==> src/rtl/seg_drv_pkg.sv <==
// Package: level codes shared by the segment line driver.
// Assumes two-bit codes; the mapping follows the pixel bit and the phase.
package seg_drv_pkg;

    typedef enum logic [1:0] {
        LVL_SEL_HI   = 2'b00,
        LVL_DESEL_HI = 2'b01,
        LVL_DESEL_LO = 2'b10,
        LVL_SEL_LO   = 2'b11
    } lvl_e;

    // Pick the drive level of one output from its bit, the phase and the blanking input.
    function automatic logic [1:0] pick_level(input logic px, input logic phase, input logic show);
        lvl_e code;
        if (!show) begin
            code = LVL_SEL_LO;
        end else if (phase) begin
            code = px ? LVL_SEL_HI : LVL_DESEL_HI;
        end else begin
            code = px ? LVL_SEL_LO : LVL_DESEL_LO;
        end
        return code;
    endfunction

endpackage

==> src/rtl/seg_edge_det.sv <==
// Falling-edge detector for N strobes sampled in the system clock domain.
// Assumes the strobes are already synchronous. The history resets low, so
// a strobe that is high at reset release gives no false edge.
module seg_edge_det #(
    parameter int N = 2
) (
    input  logic         clk,
    input  logic         rst_n,
    input  logic [N-1:0] sig,
    output logic [N-1:0] fall
);

    logic [N-1:0] prev_q;

    // Keep the last sampled value of each strobe.
    always_ff @(posedge clk) begin
        if (!rst_n) begin
            prev_q <= '0;
        end else begin
            prev_q <= sig;
        end
    end

    assign fall = prev_q & ~sig;

endmodule

==> src/rtl/seg_xfer_ctrl.sv <==
// Transfer sequencer: counts the groups accepted in the current line and
// decides when the line is full. Assumes the bus width does not change in
// the middle of a line. A load edge takes priority over a coincident transfer.
module seg_xfer_ctrl #(
    parameter int NUM_SEG  = 160,
    parameter int WIDE_W   = 8,
    parameter int NARROW_W = 4,
    parameter int CW       = 6
) (
    input  logic          clk,
    input  logic          rst_n,
    input  logic          cap_fall,
    input  logic          load_fall,
    input  logic          wide,
    input  logic          en_in_n,
    output logic          accept,
    output logic [CW-1:0] grp_idx,
    output logic          done
);

    localparam int WIDE_GROUPS   = NUM_SEG / WIDE_W;
    localparam int NARROW_GROUPS = NUM_SEG / NARROW_W;
    localparam logic [CW-1:0] LAST_WIDE   = CW'(WIDE_GROUPS - 1);
    localparam logic [CW-1:0] LAST_NARROW = CW'(NARROW_GROUPS - 1);

    logic [CW-1:0] cnt_q;
    logic          done_q;
    logic [CW-1:0] last_idx;

    assign last_idx = wide ? LAST_WIDE : LAST_NARROW;
    assign accept   = cap_fall & ~en_in_n & ~done_q & ~load_fall;
    assign grp_idx  = cnt_q;
    assign done     = done_q;

    // Advance the group count on each accepted transfer; rearm on a load edge.
    always_ff @(posedge clk) begin
        if (!rst_n) begin
            cnt_q  <= '0;
            done_q <= 1'b0;
        end else if (load_fall) begin
            cnt_q  <= '0;
            done_q <= 1'b0;
        end else if (accept) begin
            cnt_q <= cnt_q + 1'b1;
            if (cnt_q >= last_idx) begin
                done_q <= 1'b1;
            end
        end
    end

endmodule

==> src/rtl/seg_line_buf.sv <==
// Capture buffer and output latch. Each bit has its own write decode, so a
// transfer writes its group in place and nothing shifts. Only the low
// NARROW_W data lines are used in narrow mode.
module seg_line_buf #(
    parameter int NUM_SEG  = 160,
    parameter int WIDE_W   = 8,
    parameter int NARROW_W = 4,
    parameter int CW       = 6
) (
    input  logic               clk,
    input  logic               rst_n,
    input  logic               accept,
    input  logic [CW-1:0]      grp_idx,
    input  logic               wide,
    input  logic               dir,
    input  logic [WIDE_W-1:0]  din,
    input  logic               load_fall,
    output logic [NUM_SEG-1:0] line_q
);

    logic [NUM_SEG-1:0] shadow_q;

    for (genvar s = 0; s < NUM_SEG; s++) begin : g_seg
        localparam int WG = s / WIDE_W;
        localparam int WJ = s % WIDE_W;
        localparam int NG = s / NARROW_W;
        localparam int NJ = s % NARROW_W;

        logic hit;
        logic bitv;

        assign hit  = wide ? (grp_idx == CW'(WG)) : (grp_idx == CW'(NG));
        assign bitv = wide ? (dir ? din[WJ] : din[WIDE_W-1-WJ])
                           : (dir ? din[NJ] : din[NARROW_W-1-NJ]);

        // Write this bit when its group is the one being transferred.
        always_ff @(posedge clk) begin
            if (!rst_n) begin
                shadow_q[s] <= 1'b0;
            end else if (accept && hit) begin
                shadow_q[s] <= bitv;
            end
        end
    end

    // Copy the whole captured line to the display latch on a load edge.
    always_ff @(posedge clk) begin
        if (!rst_n) begin
            line_q <= '0;
        end else if (load_fall) begin
            line_q <= shadow_q;
        end
    end

endmodule

==> src/rtl/seg_level_map.sv <==
// Level encoder: turns each latched bit into a two-bit drive code from the
// phase and blanking inputs. Purely combinational, one encoder per output.
module seg_level_map #(
    parameter int NUM_SEG = 160
) (
    input  logic [NUM_SEG-1:0]   line_q,
    input  logic                 phase,
    input  logic                 show,
    output logic [2*NUM_SEG-1:0] lvl
);

    import seg_drv_pkg::*;

    for (genvar s = 0; s < NUM_SEG; s++) begin : g_map
        assign lvl[2*s +: 2] = pick_level(line_q[s], phase, show);
    end

endmodule

==> src/rtl/seg_line_driver.sv <==
// Top: cascadable segment line driver. It captures a line from a 4- or 8-bit
// bus, latches it on a load edge and drives level codes. Assumes all strobes
// are synchronous to clk. The enable pins are modelled as in/out/oe triples.
module seg_line_driver #(
    parameter int NUM_SEG  = 160,
    parameter int WIDE_W   = 8,
    parameter int NARROW_W = 4
) (
    input  logic                 clk,
    input  logic                 rst_n,
    input  logic                 dclk,
    input  logic                 load,
    input  logic                 alt,
    input  logic                 disp_on,
    input  logic                 wide,
    input  logic                 dir,
    input  logic [WIDE_W-1:0]    din,
    input  logic                 en1_i,
    output logic                 en1_o,
    output logic                 en1_oe,
    input  logic                 en2_i,
    output logic                 en2_o,
    output logic                 en2_oe,
    output logic [2*NUM_SEG-1:0] lvl
);

    localparam int CW = $clog2(NUM_SEG / NARROW_W + 1);

    logic [1:0]         falls;
    logic               cap_fall;
    logic               load_fall;
    logic               en_in_n;
    logic               accept;
    logic [CW-1:0]      grp_idx;
    logic               done;
    logic [NUM_SEG-1:0] line_q;

    assign en_in_n   = dir ? en2_i : en1_i;
    assign cap_fall  = falls[0];
    assign load_fall = falls[1];

    assign en1_o  = ~done;
    assign en2_o  = ~done;
    assign en1_oe = dir;
    assign en2_oe = ~dir;

    seg_edge_det #(.N(2)) u_edge (
        .clk  (clk),
        .rst_n(rst_n),
        .sig  ({load, dclk}),
        .fall (falls)
    );

    seg_xfer_ctrl #(
        .NUM_SEG (NUM_SEG),
        .WIDE_W  (WIDE_W),
        .NARROW_W(NARROW_W),
        .CW      (CW)
    ) u_ctrl (
        .clk      (clk),
        .rst_n    (rst_n),
        .cap_fall (cap_fall),
        .load_fall(load_fall),
        .wide     (wide),
        .en_in_n  (en_in_n),
        .accept   (accept),
        .grp_idx  (grp_idx),
        .done     (done)
    );

    seg_line_buf #(
        .NUM_SEG (NUM_SEG),
        .WIDE_W  (WIDE_W),
        .NARROW_W(NARROW_W),
        .CW      (CW)
    ) u_buf (
        .clk      (clk),
        .rst_n    (rst_n),
        .accept   (accept),
        .grp_idx  (grp_idx),
        .wide     (wide),
        .dir      (dir),
        .din      (din),
        .load_fall(load_fall),
        .line_q   (line_q)
    );

    seg_level_map #(.NUM_SEG(NUM_SEG)) u_map (
        .line_q(line_q),
        .phase (alt),
        .show  (disp_on),
        .lvl   (lvl)
    );

endmodule

==> config.mk <==
export PLATFORM = sky130hd
export DESIGN_NAME = seg_line_driver
export DESIGN_NICKNAME = d
export VERILOG_FILES = /design/src/rtl/seg_drv_pkg.sv /design/src/rtl/seg_edge_det.sv /design/src/rtl/seg_xfer_ctrl.sv /design/src/rtl/seg_line_buf.sv /design/src/rtl/seg_level_map.sv /design/src/rtl/seg_line_driver.sv
export SDC_FILE = /design/constraint.sdc
export NUM_CORES = 1
export LEC_CHECK = 0
export BUFFER_PORTS_ARGS = -buffer_cell sky130_fd_sc_hd__buf_2
export CORE_ASPECT_RATIO = 1.1
export CORE_MARGIN = 1.5
export CORE_UTILIZATION = 40
export DETAILED_ROUTE_END_ITERATION = 8
export RECOVER_POWER = 25
export SLEW_MARGIN = 25
export SYNTH_ARGS = -nofsm -noshare
export SYNTH_HDL_FRONTEND = slang
export SYNTH_SLANG_ARGS = --single-unit
==> constraint.sdc <==
create_clock -name clk -period 12.1 [get_ports clk]
set_input_delay 1.21 -clock clk [delete_from_list [all_inputs] [get_ports clk]]
set_output_delay 1.21 -clock clk [all_outputs]
set_load 0.005 [all_outputs]
==> flow_results.org, run 1 <==
** Run status
- Violations in the final reports :: capacitance limit, slew limit
- The flow ran to the end, but the final reports show violations.

** Critical path
- Of all nets on the critical path, the largest fanout is 104.
- Type of the setup path with the least slack :: in2reg
- STA puts the critical path data arrival time at 7350 ps.
- Startpoint type of the worst setup path :: input port
- Setup slack, reg-to-reg :: 9250 ps
- Required time of the worst setup path :: 12520 ps
- STA classifies the critical path endpoint as a flip-flop.

** Logic synthesis
- Register area share after synthesis :: 0.404
- The synthesized design contains 329 register bits.
- Fraction of the mapped netlist area in compound gates :: 0.118
- Of the total synthesized cell area, the portion taken by full adders, half adders and majority gates is 0.00537.
- Counting every net in the synthesized netlist gives 2012.
- The number of different library cells used by synthesis comes to 57.
- After technology mapping, the gate count stands at 1987.
- Of the total synthesized cell area, the portion taken by XOR and XNOR cells is 0.0891.
- Number of warnings printed during yosys synthesis :: 0
- Main flop type after synthesis :: sky130_fd_sc_hd__dfxtp_1
- Of the total synthesized cell area, the portion taken by AND, OR, NAND and NOR gates is 0.186.
- Share of cell area taken by muxes after synthesis :: 0.0776
- Avg Inst Size Synth :: 8.21 um^2
- Largest family of logic cells by synthesized area :: simple AND/OR/NAND/NOR gates
- Number of enable-type register cells in the synthesized netlist :: 0
- After synthesis, the share of flip-flops with an asynchronous set or reset is 0.
- The synthesized netlist occupies a cell area of 16300 um^2.

** Floorplan
- Pin placement for this block handled 342 I/O pins.
- Die Wd :: 196 um
- For this configuration, the core starts out at a cell density of 0.406.
- Die Footprint :: 42000 um^2
- Die extent in y :: 215 um
- The floorplan has 77 rows.
- The floorplan step defined a core boundary enclosing 40200 um^2.

** Detailed routing
- Via count :: 12800
- Dividing the detail-routed wire length by the instance count gives 16.0 um.
- Once detail routing completed, the nets flagged for antenna violations numbered 0.
- Vias/cell :: 4.92
- The pre-antenna-repair detailed-routing pass consisted of 6 iterations.
- In the routed design, unresolved DRC markers number 0.
- The final layout contains routed wiring with a total length of 41600 um.
- The first routing iteration left 633 violations.

** Clock network
- In this run the clock root is driven by a sky130_fd_sc_hd__clkbuf_16.
- Buffers inserted during post-CTS setup optimization :: 0
- Clock-pin transition on the worst setup and hold timing paths :: 60 ps
- Quantity of gates resized following cts :: 0
- TritonCTS built the clock tree.
- Bufs on Longest Clock Path :: 3
- In this run the number of H-tree levels came out at 2.
- Clock tree synthesis found a total of 329 sinks.
- Source-to-sink clock delay at the later pin of the worst-skew pair :: 510 ps
- Hold repair after CTS inserted 0 buffers.
- TritonCTS created 36 clock buffers.

** Final layout
- After the last flow step, the layout net total stands at 2097.
- The area growth from synthesis to layout is 12.0%.
- The filler cells instantiated in the layout total 3940.
- Of the cells placed in the final design, the portion with a size suffix greater than 1 is 0.200.
- For this run, the number of standard cells in the final layout without fillers is 2608.
- Diodes inserted :: 0

** STA
- Max-slew violations :: 308
- Max frequency :: 144 MHz
- Worst-case headroom to the max-slew limit :: -1.75
- RSZ-0062 raised after global routing :: no
- Layout Skew :: 10.8 ps
- Final Setup Violations :: 0
- Transition at the pin with the smallest max-transition slack :: 4120 ps
- Final period utilization :: 0.573
- The smallest clock period supported by the final layout is computed as 6930 ps.
- For the final routed database, the setup TNS stands at 0 ps.
- The hold violation count in the final report came to 0.

** Placed design
- The congestion estimate from routability-driven global placement came to 0.843.
- Sum of net half-perimeters after detailed placement :: 27200 um
- After detailed placement, the design holds a cell count of 2545.
- Port buffering added 341 buffers.

** Power and ir drop
- Worst IR Drop VDD :: 0.0672 mV
- Lkg Pwr :: 7.05 nW
- Power comes to 2.45 mW.
- In this run the power density over the cells is 134 nW/um^2.

** Global routing
- Global-route wire length before repair :: 64100 um
- Largest net degree at the start of global routing :: 161
- Remaining global-route overflow :: 0
- The via count of the first global-routing pass came to 11600.
- Across every metal layer, demand over resource in global routing totals 0.191.
- Initial antenna violation count :: 0

** Run
- Max Cap Violations :: 8

** Worst hold path
- Class of the tightest hold or removal check :: reg2reg
-- placed cells by master, fill, tap and decap left out, types with 3 or more instances in the layout --
| cell | instances |
|---|---|
| sky130_fd_sc_hd__nand2_1 | 644 |
| sky130_fd_sc_hd__buf_2 | 336 |
| sky130_fd_sc_hd__dfxtp_1 | 328 |
| sky130_fd_sc_hd__xnor2_1 | 162 |
| sky130_fd_sc_hd__a21boi_0 | 162 |
| sky130_fd_sc_hd__mux2i_1 | 125 |
| sky130_fd_sc_hd__o22ai_1 | 40 |
| sky130_fd_sc_hd__inv_1 | 37 |
| sky130_fd_sc_hd__clkbuf_16 | 37 |
| sky130_fd_sc_hd__nor2_1 | 33 |
| sky130_fd_sc_hd__o21ai_1 | 17 |
| sky130_fd_sc_hd__clkbuf_1 | 17 |
| sky130_fd_sc_hd__buf_4 | 11 |
| sky130_fd_sc_hd__o211ai_1 | 8 |
| sky130_fd_sc_hd__a22o_1 | 8 |
| sky130_fd_sc_hd__a222oi_1 | 7 |
| sky130_fd_sc_hd__ha_1 | 7 |
| sky130_fd_sc_hd__nand2b_1 | 6 |
| sky130_fd_sc_hd__nand3_1 | 6 |
| sky130_fd_sc_hd__nor3_1 | 6 |
| sky130_fd_sc_hd__bufinv_16 | 6 |
| sky130_fd_sc_hd__clkbuf_8 | 6 |
| sky130_fd_sc_hd__o21ai_0 | 5 |
| sky130_fd_sc_hd__a21oi_1 | 5 |
| sky130_fd_sc_hd__or4b_1 | 5 |
| sky130_fd_sc_hd__xor2_1 | 4 |
| sky130_fd_sc_hd__o211a_1 | 4 |
| sky130_fd_sc_hd__nor4_1 | 3 |
| sky130_fd_sc_hd__and2_1 | 3 |
| sky130_fd_sc_hd__nor3b_1 | 3 |
| sky130_fd_sc_hd__nand4_1 | 3 |
| sky130_fd_sc_hd__or3_1 | 3 |
| sky130_fd_sc_hd__nor2b_1 | 3 |
| sky130_fd_sc_hd__nor4b_2 | 3 |
| sky130_fd_sc_hd__clkinv_2 | 3 |
-- cell usage after synthesis, drive strengths merged (4+ instances only) --
master,number,area (um^2)
nand3,6,30.0
a21boi,162,1220
nor2b,4,25.0
o211a,4,40.0
xor2,4,35.0
ha,7,87.6
o211ai,8,60.1
o21ai,22,110
a22o,8,70.1
dfxtp,329,6590
nor3,8,56.3
clkbuf,116,435
nor4,4,31.3
nor2,33,124
or4b,5,50.1
a222oi,7,70.1
o22ai,40,250
inv,37,139
xnor2,162,1420
a21oi,5,25.0
mux2i,125,1250
nand2b,7,43.8
nand2,645,2420
buf,197,1380
-- worst max-delay path, cell delays in order --
cell	delay [ps]
sky130_fd_sc_hd__clkbuf_1	2830
sky130_fd_sc_hd__clkbuf_1	2760
sky130_fd_sc_hd__nand2_1	200
sky130_fd_sc_hd__mux2i_1	260
-- flip-flops by register name, summed over array words and instances, names as in the netlist --
register	count
u_buf.line_q	160
u_buf.shadow_q	160
u_ctrl.done	1
u_ctrl.grp_idx	6
u_edge.prev_q	2
-- cells by family (layout without fill, tap and decap cells) --
kind of cell    Yosys count  after routing
flops                   329            329
fa+ha+maj                 7              7
compound gates          266            266
buf+inv                 351            459
simple gates            742            742
xor+xnor                166            166
mux                     126            126
-- power breakdown --
group	total (mW)	internal, mW	switching (mW)
Sequential	1.09	1.08	0.000792
Clock	1.15	0.718	0.435
Combinational	0.214	0.0817	0.132
-- per-stage QoR --
step / util / worst slack [ps] / hold WS [ps] / cell area, um^2
6_report: 0.455 / 5170 / 458 / 18300
5_1_grt: 0.455 / 4190 / 471 / 18300
4_1_cts: 0.454 / 7860 / 461 / 18300
3_5_place_dp: 0.424 / 7780 / 448 / 17000
3_3_place_gp: 0.424 / 7870 / 442 / 17000
2_1_floorplan: - / 5950 / 435 / 16300
-- metal layers --
layer	vias up	track usage	wire length [um]
met5	-	0	0
met4	0	0.0527	881
met3	60	0.0245	1820
met2	354	0.342	20600
met1	6014	0.241	18300
li1	6408	-	-
-- layout make-up --
| class | count | area (um^2) | share of cell area |
|---|---|---|---|
| clock buffers | 49 | 1020 | 0.0559 |
| clock inverters | 12 | 219 | 0.0120 |
| inverters | 38 | 143 | 0.00781 |
| multi-input cells | 1307 | 7800 | 0.427 |
| flip-flops and latches | 329 | 6590 | 0.361 |
| well taps | 513 | 642 | 0.0352 |
| repair buffers | 360 | 1850 | 0.101 |
-- final timing paths --
path | to | start | cells after the start
worst max-delay path | u_buf.shadow_q[90]$_SDFFE_PN0P_ | rst_n | 4
worst max register to register | u_buf.shadow_q[135]$_SDFFE_PN0P_ | u_ctrl.grp_idx[4]$_SDFFE_PP0P_ | 4
worst min-delay path | u_buf.shadow_q[116]$_SDFFE_PN0P_ | u_buf.shadow_q[116]$_SDFFE_PN0P_ | 2
worst min register to register | u_buf.shadow_q[116]$_SDFFE_PN0P_ | u_buf.shadow_q[116]$_SDFFE_PN0P_ | 2
No activity file was read; power rests on OpenSTA's default activity.
==> run 2, diff against run 1 <==
==> constraint.sdc (replaced) <==
create_clock -name clk -period 6.1 [get_ports clk]
set_input_delay 0.61 -clock clk [delete_from_list [all_inputs] [get_ports clk]]
set_output_delay 0.61 -clock clk [all_outputs]
set_load 0.005 [all_outputs]
==> run 2 against run 1 <==
- register-to-register slack lost 7200 ps
- the run still ends with capacitance limit, slew limit left
- critical path depth grew 1
- power grew 95%
- wire length grew 4.8%
- clock power grew 92%
- combinational power grew 99%
- largest power group unchanged
- global-route usage grew 1.0 points
- clock-buffer cell count grew 5
- worst setup slack lost 3100 ps
- critical path type is now reg2reg
- worst hold slack lost 140 ps
- final cell count is essentially flat
- largest cell class unchanged
- design area shrank 0.39%
==> flow_results.org, run 2 (synthesis results as in run 1) <==
** Run status
- The run finished, with violations left.
- Violations in the final reports :: capacitance limit, slew limit

** Critical path
- Worst reg2reg endpoint :: u_buf.line_q[3]$_SDFFE_PN0P_
- Type of the setup path with the least slack :: reg2reg
- Setup slack, reg-to-reg :: 2030 ps
- Startpoint type of the worst setup path :: flip-flop
- STA puts the critical path data required time at 6540 ps.
- The worst register-to-register path has a depth of 5.
- The worst register-to-register path begins at u_edge.prev_q[1]$_SDFF_PN0_.
- CP Max Fanout :: 95
- The worst setup path is captured at a flip-flop.
- Arrival time of the worst setup path :: 4510 ps

** STA
- The hold violation count in the final report is 0.
- Hold timing on the final database bottoms out at a slack of 318 ps.
- Worst-case headroom to the max-slew limit :: -1.08
- Across the routed clock network, the largest skew measured is 11.5 ps.
- Timing would allow up to 246 MHz.
- Clock period minus final worst setup slack :: 4070 ps
- Max-slew violations :: 153
- Transition at the pin with the smallest max-transition slack :: 3120 ps
- Dividing the final minimum period by the clock period gives 0.667.
- Setup repair after global routing left no endpoint under its margin.
- For the final routed database, the setup TNS stands at 0 ps.
- Final worst setup slack :: 2030 ps
- Setup violations remaining at the end of the flow were counted as 0.

** Final layout
- With fillers left out, the area of the finished cells amounts to 18200 um^2.
- Fraction of final layout cells with drive strength greater than 1 :: 0.197
- Final cell utilization of the core :: 0.453
- Layout fillers :: 4034
- Total Nets Final :: 2099
- In the layout the commonest cells are sky130_fd_sc_hd__nand2_1 (644), sky130_fd_sc_hd__buf_2 (336), sky130_fd_sc_hd__dfxtp_1 (328).
- Post-Layout Cell Count :: 2610
- The number of antenna diodes in the final layout is 0.
- The sequential cells in the finished layout cover a total of 6590 um^2.
- The library cell used most frequently in the layout, excluding fill and tap cells, is sky130_fd_sc_hd__nand2_1.
- From synthesis to final layout, the design area changed by 11.5%.
- Summing all multi-input logic gate instances after layout gives 7760 um^2.

** Clock network
- Clock tree from TritonCTS :: done
- For this design, the sink count on the clock tree is 329.
- Quantity of gates resized following cts :: 0
- The root buffer cell chosen for the clock tree is sky130_fd_sc_hd__clkbuf_16.
- The H-tree was split into 2 levels.
- Clock-pin transition on the worst setup and hold timing paths :: 60 ps
- After clock tree synthesis, the setup repair step added 0 buffers.
- Post-CTS Hold Buffers :: 0
- The longest clock path from root to sink contains 3 buffers.
- Counting the buffers created by CTS gives 36.
- Source-to-sink clock delay at the later pin of the worst-skew pair :: 520 ps

** Floorplan
- The initial utilization of the core area, before any placement, comes to 0.406.
- The die is 215 um tall.
- The die is 196 um wide.
- The core region is 40200 um^2.
- The floorplan has 77 rows.
- 342 I/O pins were placed.
- Die Footprint :: 42000 um^2

** Placed design
- Number of port buffers :: 341
- Post-placement worst setup slack :: 2920 ps
- Area of placed instances :: 17100 um^2
- Sum of net half-perimeters after detailed placement :: 28900 um
- The number of placed instances, taps included, is 2549.
- At the end of routability-driven placement, the weighted congestion stood at 0.833.

** Global routing
- Initial antenna violation count :: 0
- Global-route wire length before repair :: 67400 um
- Largest net degree at the start of global routing :: 161
- Via count of the first global-routing pass :: 12300
- Summed over all layers, the global routing overflow is 0.
- Overall fraction of global-route tracks in use :: 0.202

** Run
- Max-cap violations in this run came to 3.

** Detailed routing
- The detail route stage leaves a number of antenna-violating nets equal to 0.
- Detailed routing inserted a total of 13100 vias.
- Detailed Route Iter0 Violations :: 668
- In the detailed route, the total length drawn on met2 is 21500 um.
- After detailed routing, the average wire length per cell comes to 16.7 um.
- After detailed routing, the total wire length is 43600 um.
- Wire segments on met3 add up to 2070 um in the final route.
- Before antenna repair, the detailed router went through 5 iterations.
- Dividing the detail-routed via count by the number of cells gives 5.00.
- Routed signal wires occupy layers up through met4.
- Met1 layer wirelength in the final routing :: 19000 um
- DRC violations left :: 0

** Power and ir drop
- VDD sags by at most 0.193 mV.
- Overall power :: 4.79 mW
- In this run the static leakage power is 7.02 nW.
- P per Cell Area :: 263 nW/um^2

** Worst hold path
- Class of the tightest hold or removal check :: in2reg
- The worst hold path was traced through 2 stages.
- Endpoint, Worst Hold :: u_edge.prev_q[1]$_SDFF_PN0_
- Hold_sp :: load
run 2: cell type report:
cell class | instances | share of cell area
Clock buffer | 54 | 0.0577
Clock inverter | 7 | 0.00757
Inverter | 38 | 0.00784
Multi-Input combinational cell | 1307 | 0.427
Sequential cell | 329 | 0.362
Tap cell | 513 | 0.0353
Timing Repair Buffer | 362 | 0.103
run 2: worst max path at each step:
stage	cells after the start	end	start	slack, ps
after floorplan	5	lvl[101]	alt	1150
after global placement	6	u_buf.shadow_q[43]$_SDFFE_PN0P_	load	2650
after detailed placement	5	lvl[94]	alt	2920
after CTS	5	lvl[94]	alt	2920
after global routing	5	u_buf.line_q[96]$_SDFFE_PN0P_	u_edge.prev_q[1]$_SDFF_PN0_	1580
final	5	u_buf.line_q[3]$_SDFFE_PN0P_	u_edge.prev_q[1]$_SDFF_PN0_	2030
run 2: layer usage:
| metal | vias to the layer above | global-route usage |
|---|---|---|
| li1 | 6425 | - |
| met1 | 6193 | 0.253 |
| met2 | 378 | 0.358 |
| met3 | 65 | 0.0270 |
| met4 | 0 | 0.0602 |
| met5 | - | 0 |
run 2: report_power, final:
part | internal (mW) | total [mW] | switching [mW]
logic | 0.159 | 0.425 | 0.266
clock network | 1.35 | 2.21 | 0.855
registers | 2.15 | 2.15 | 0.00148
run 2: worst max-delay path, cell delays in order, from the launching register on:
cell and delay [ps]:
sky130_fd_sc_hd__dfxtp_1 350, sky130_fd_sc_hd__nor2b_1 180, sky130_fd_sc_hd__buf_6 540, sky130_fd_sc_hd__clkbuf_1 2250
sky130_fd_sc_hd__nand2_1 270, sky130_fd_sc_hd__a21boi_0 250
==> run 3, diff against run 2 <==
==> constraint.sdc (replaced) <==
create_clock -name clk -period 4.05 [get_ports clk]
set_input_delay 0.405 -clock clk [delete_from_list [all_inputs] [get_ports clk]]
set_output_delay 0.405 -clock clk [all_outputs]
set_load 0.005 [all_outputs]
==> run 3 against run 2 <==
- the flow still finishes with violations (capacitance limit, slew limit)
- sequential power grew 51%
- clock skew rose by 9.7 ps
- register-to-register slack lost 910 ps
- global-route usage decreased by 0.40 points
- critical path depth increased by 2
- critical path type unchanged
- largest power group unchanged
==> flow_results.org, run 3 (synthesis results as in run 1) <==
** Run status
- Status :: finished with violations
- Violations in the final reports :: capacitance limit, slew limit

** Power and ir drop
- P per Cell Area :: 398 nW/um^2
- The worst-case IR drop observed on VDD is 0.206 mV.
- Summed over all cells, the static leakage comes to 7.08 nW.

** Final layout
- In the layout the commonest cells are sky130_fd_sc_hd__nand2_1 (644), sky130_fd_sc_hd__dfxtp_1 (327), sky130_fd_sc_hd__buf_2 (314).
- The filler cells instantiated in the layout total 3900.
- Area taken by flip-flops and latches :: 6590 um^2
- In the final layout, the share of cells above drive strength 1 is 0.197.
- Final cell utilization of the core :: 0.456
- The area growth from synthesis to layout is 12.3%.
- Leading cell type in the layout, fill and taps excluded :: sky130_fd_sc_hd__nand2_1
- In the final design database the tool counted 2104 nets.
- Diodes inserted :: 0
- Area taken by multi-input logic gates :: 7790 um^2

** Detailed routing
- Vias/cell :: 4.91
- Antenna violation net count after detailed routing :: 0
- Total iterations of the first detailed-routing run :: 6
- The final layout contains routed wiring with a total length of 42900 um.
- Detailed Route Iter0 Violations :: 617
- Via count :: 12800
- For this run, design rule violations remaining after detail routing come to 0.
- Dividing the detail-routed wire length by the instance count gives 16.4 um.

** STA
- For this run, the top clock speed supported by timing is 342 MHz.
- Final Setup Violations :: 0
- Number of hold violations in the final report :: 0
- In the final timing run, aggregate negative setup slack is 0 ps.
- The worst path needs 2930 ps of the cycle, external delays included.
- Layout Skew :: 21.2 ps
- Of the available clock period, the critical path in the final layout requires 0.723.
- The count of final max-slew check failures came to 100.
- Headroom to the max-slew limit came out at -0.427.
- Transition at the pin with the smallest max-transition slack :: 2140 ps
- Setup repair after global routing left no endpoint under its margin.

** Critical path
- By startpoint and endpoint, the worst setup path is classified as reg2reg.
- STA classifies the critical path startpoint as a flip-flop.
- CP Max Fanout :: 45
- Worst reg2reg startpoint :: u_edge.prev_q[1]$_SDFF_PN0_
- Required time of the worst setup path :: 4490 ps
- STA classifies the critical path endpoint as a flip-flop.
- Setup slack, reg-to-reg :: 1120 ps
- Start point of the critical path :: u_edge.prev_q[1]$_SDFF_PN0_
- Arrival time of the worst setup path :: 3360 ps

** Placed design
- The congestion estimate from routability-driven global placement came to 0.821.
- Sum of net half-perimeters after detailed placement :: 29300 um
- Port buffering added 341 buffers.

** Global routing
- The layer flagged by global routing as most heavily used is met2.
- The via count of the first global-routing pass was 12300.
- Initial antenna violation count :: 0
- For this run, the total global-route usage over all layers was measured as 0.198.
- Largest net degree at the start of global routing :: 167
- In the global route stage, met2 resource usage came out at 0.360.
- For this run, global-route usage on met3 was measured as 0.0204.
- Remaining global-route overflow :: 0
- Met1 track demand over resource :: 0.247
- The first global-routing pass estimated 66800 um of wire.

** Floorplan
- Initial standard-cell utilization of the core :: 0.406
- Die Wd :: 196 um
- After floorplanning, the core was divided into 77 placement rows.
- Count of boundary I/O pins :: 342
- Die Footprint :: 42000 um^2
- CORE AREA :: 40200 um^2
- The floorplan step set the die height to 215 um.

** Clock network
- After clock tree synthesis, the setup repair step added 0 buffers.
- After clock tree synthesis, the repair step resized 0 gates.
- The H-tree generated during clock tree synthesis spans 2 levels.
- Clock-pin transition on the worst setup and hold timing paths :: 60 ps
- TritonCTS built the clock tree.
- CTS Buf Count :: 35
- Bufs on Longest Clock Path :: 3
- Count of clock tree sinks :: 329
- Source-to-sink clock delay at the later pin of the worst-skew pair :: 520 ps
- The tree is rooted in a sky130_fd_sc_hd__clkbuf_16.
- Buffers inserted to repair hold after CTS numbered 0.

** Run
- Max Cap Violations :: 1

** Worst hold path
- Hold_sp :: dclk
- Class of the tightest hold or removal check :: in2reg
-- run 3: changes by cell type in the layout (fill, tap and decap cells not counted), sizes merged --
cell / change
buf: -16
clkbuf: +12
clkinv: +7
bufinv: +2
inv: +1
-- run 3: final timing paths --
path                                            to  cells after the start
setup / recovery    u_buf.shadow_q[3]$_SDFFE_PN0P_                      7
hold reg to reg   u_buf.shadow_q[124]$_SDFFE_PN0P_                      2
hold / removal         u_edge.prev_q[0]$_SDFF_PN0_                      2
setup reg to reg    u_buf.shadow_q[3]$_SDFFE_PN0P_                      7
-- run 3: final cells by class --
cell class | count | share of cell area
inverter | 38 | 0.00779
multi-input combinational | 1307 | 0.425
clock inverter | 17 | 0.0140
timing repair buffer | 368 | 0.104
tap | 513 | 0.0350
sequential | 329 | 0.360
clock buffer | 44 | 0.0541
-- run 3: critical path, cell delays in order (launching register included) --
cell                       delay (ps)
sky130_fd_sc_hd__dfxtp_1          330
sky130_fd_sc_hd__nor2b_1          150
sky130_fd_sc_hd__clkbuf_2         550
sky130_fd_sc_hd__nor3_1           890
sky130_fd_sc_hd__buf_8            250
sky130_fd_sc_hd__buf_8            160
sky130_fd_sc_hd__and3_1           300
sky130_fd_sc_hd__mux2i_1          210
-- run 3: metal layers --
metal | vias up | part of all wire | routed length (um)
met5 | - | 0 | 0
met4 | 0 | 0.022 | 925
li1 | 6436 | - | -
met3 | 50 | 0.040 | 1730
met1 | 6011 | 0.44 | 18800
met2 | 335 | 0.50 | 21400
-- run 3: through the flow --
step                      hold WS [ps]  area (um^2)  cells  setup slack, ps  power [mW]
final                              137        18300   2616             1120        7.30
after global routing               135        18300   2616              748        7.55
after CTS                          128        18400   2616             1300        7.38
after detailed placement           453        17100   2555             1310        3.97
after global placement             445        17100   2551              735        3.96
after floorplan                    435        16300   1987              566        3.81
-- run 3: power breakdown --
| group | switching, mW | internal, mW |
|---|---|---|
| sequential | 0.00243 | 3.24 |
| combinational | 0.395 | 0.241 |
| clock | 1.30 | 2.12 |
| total | 1.70 | 5.60 |
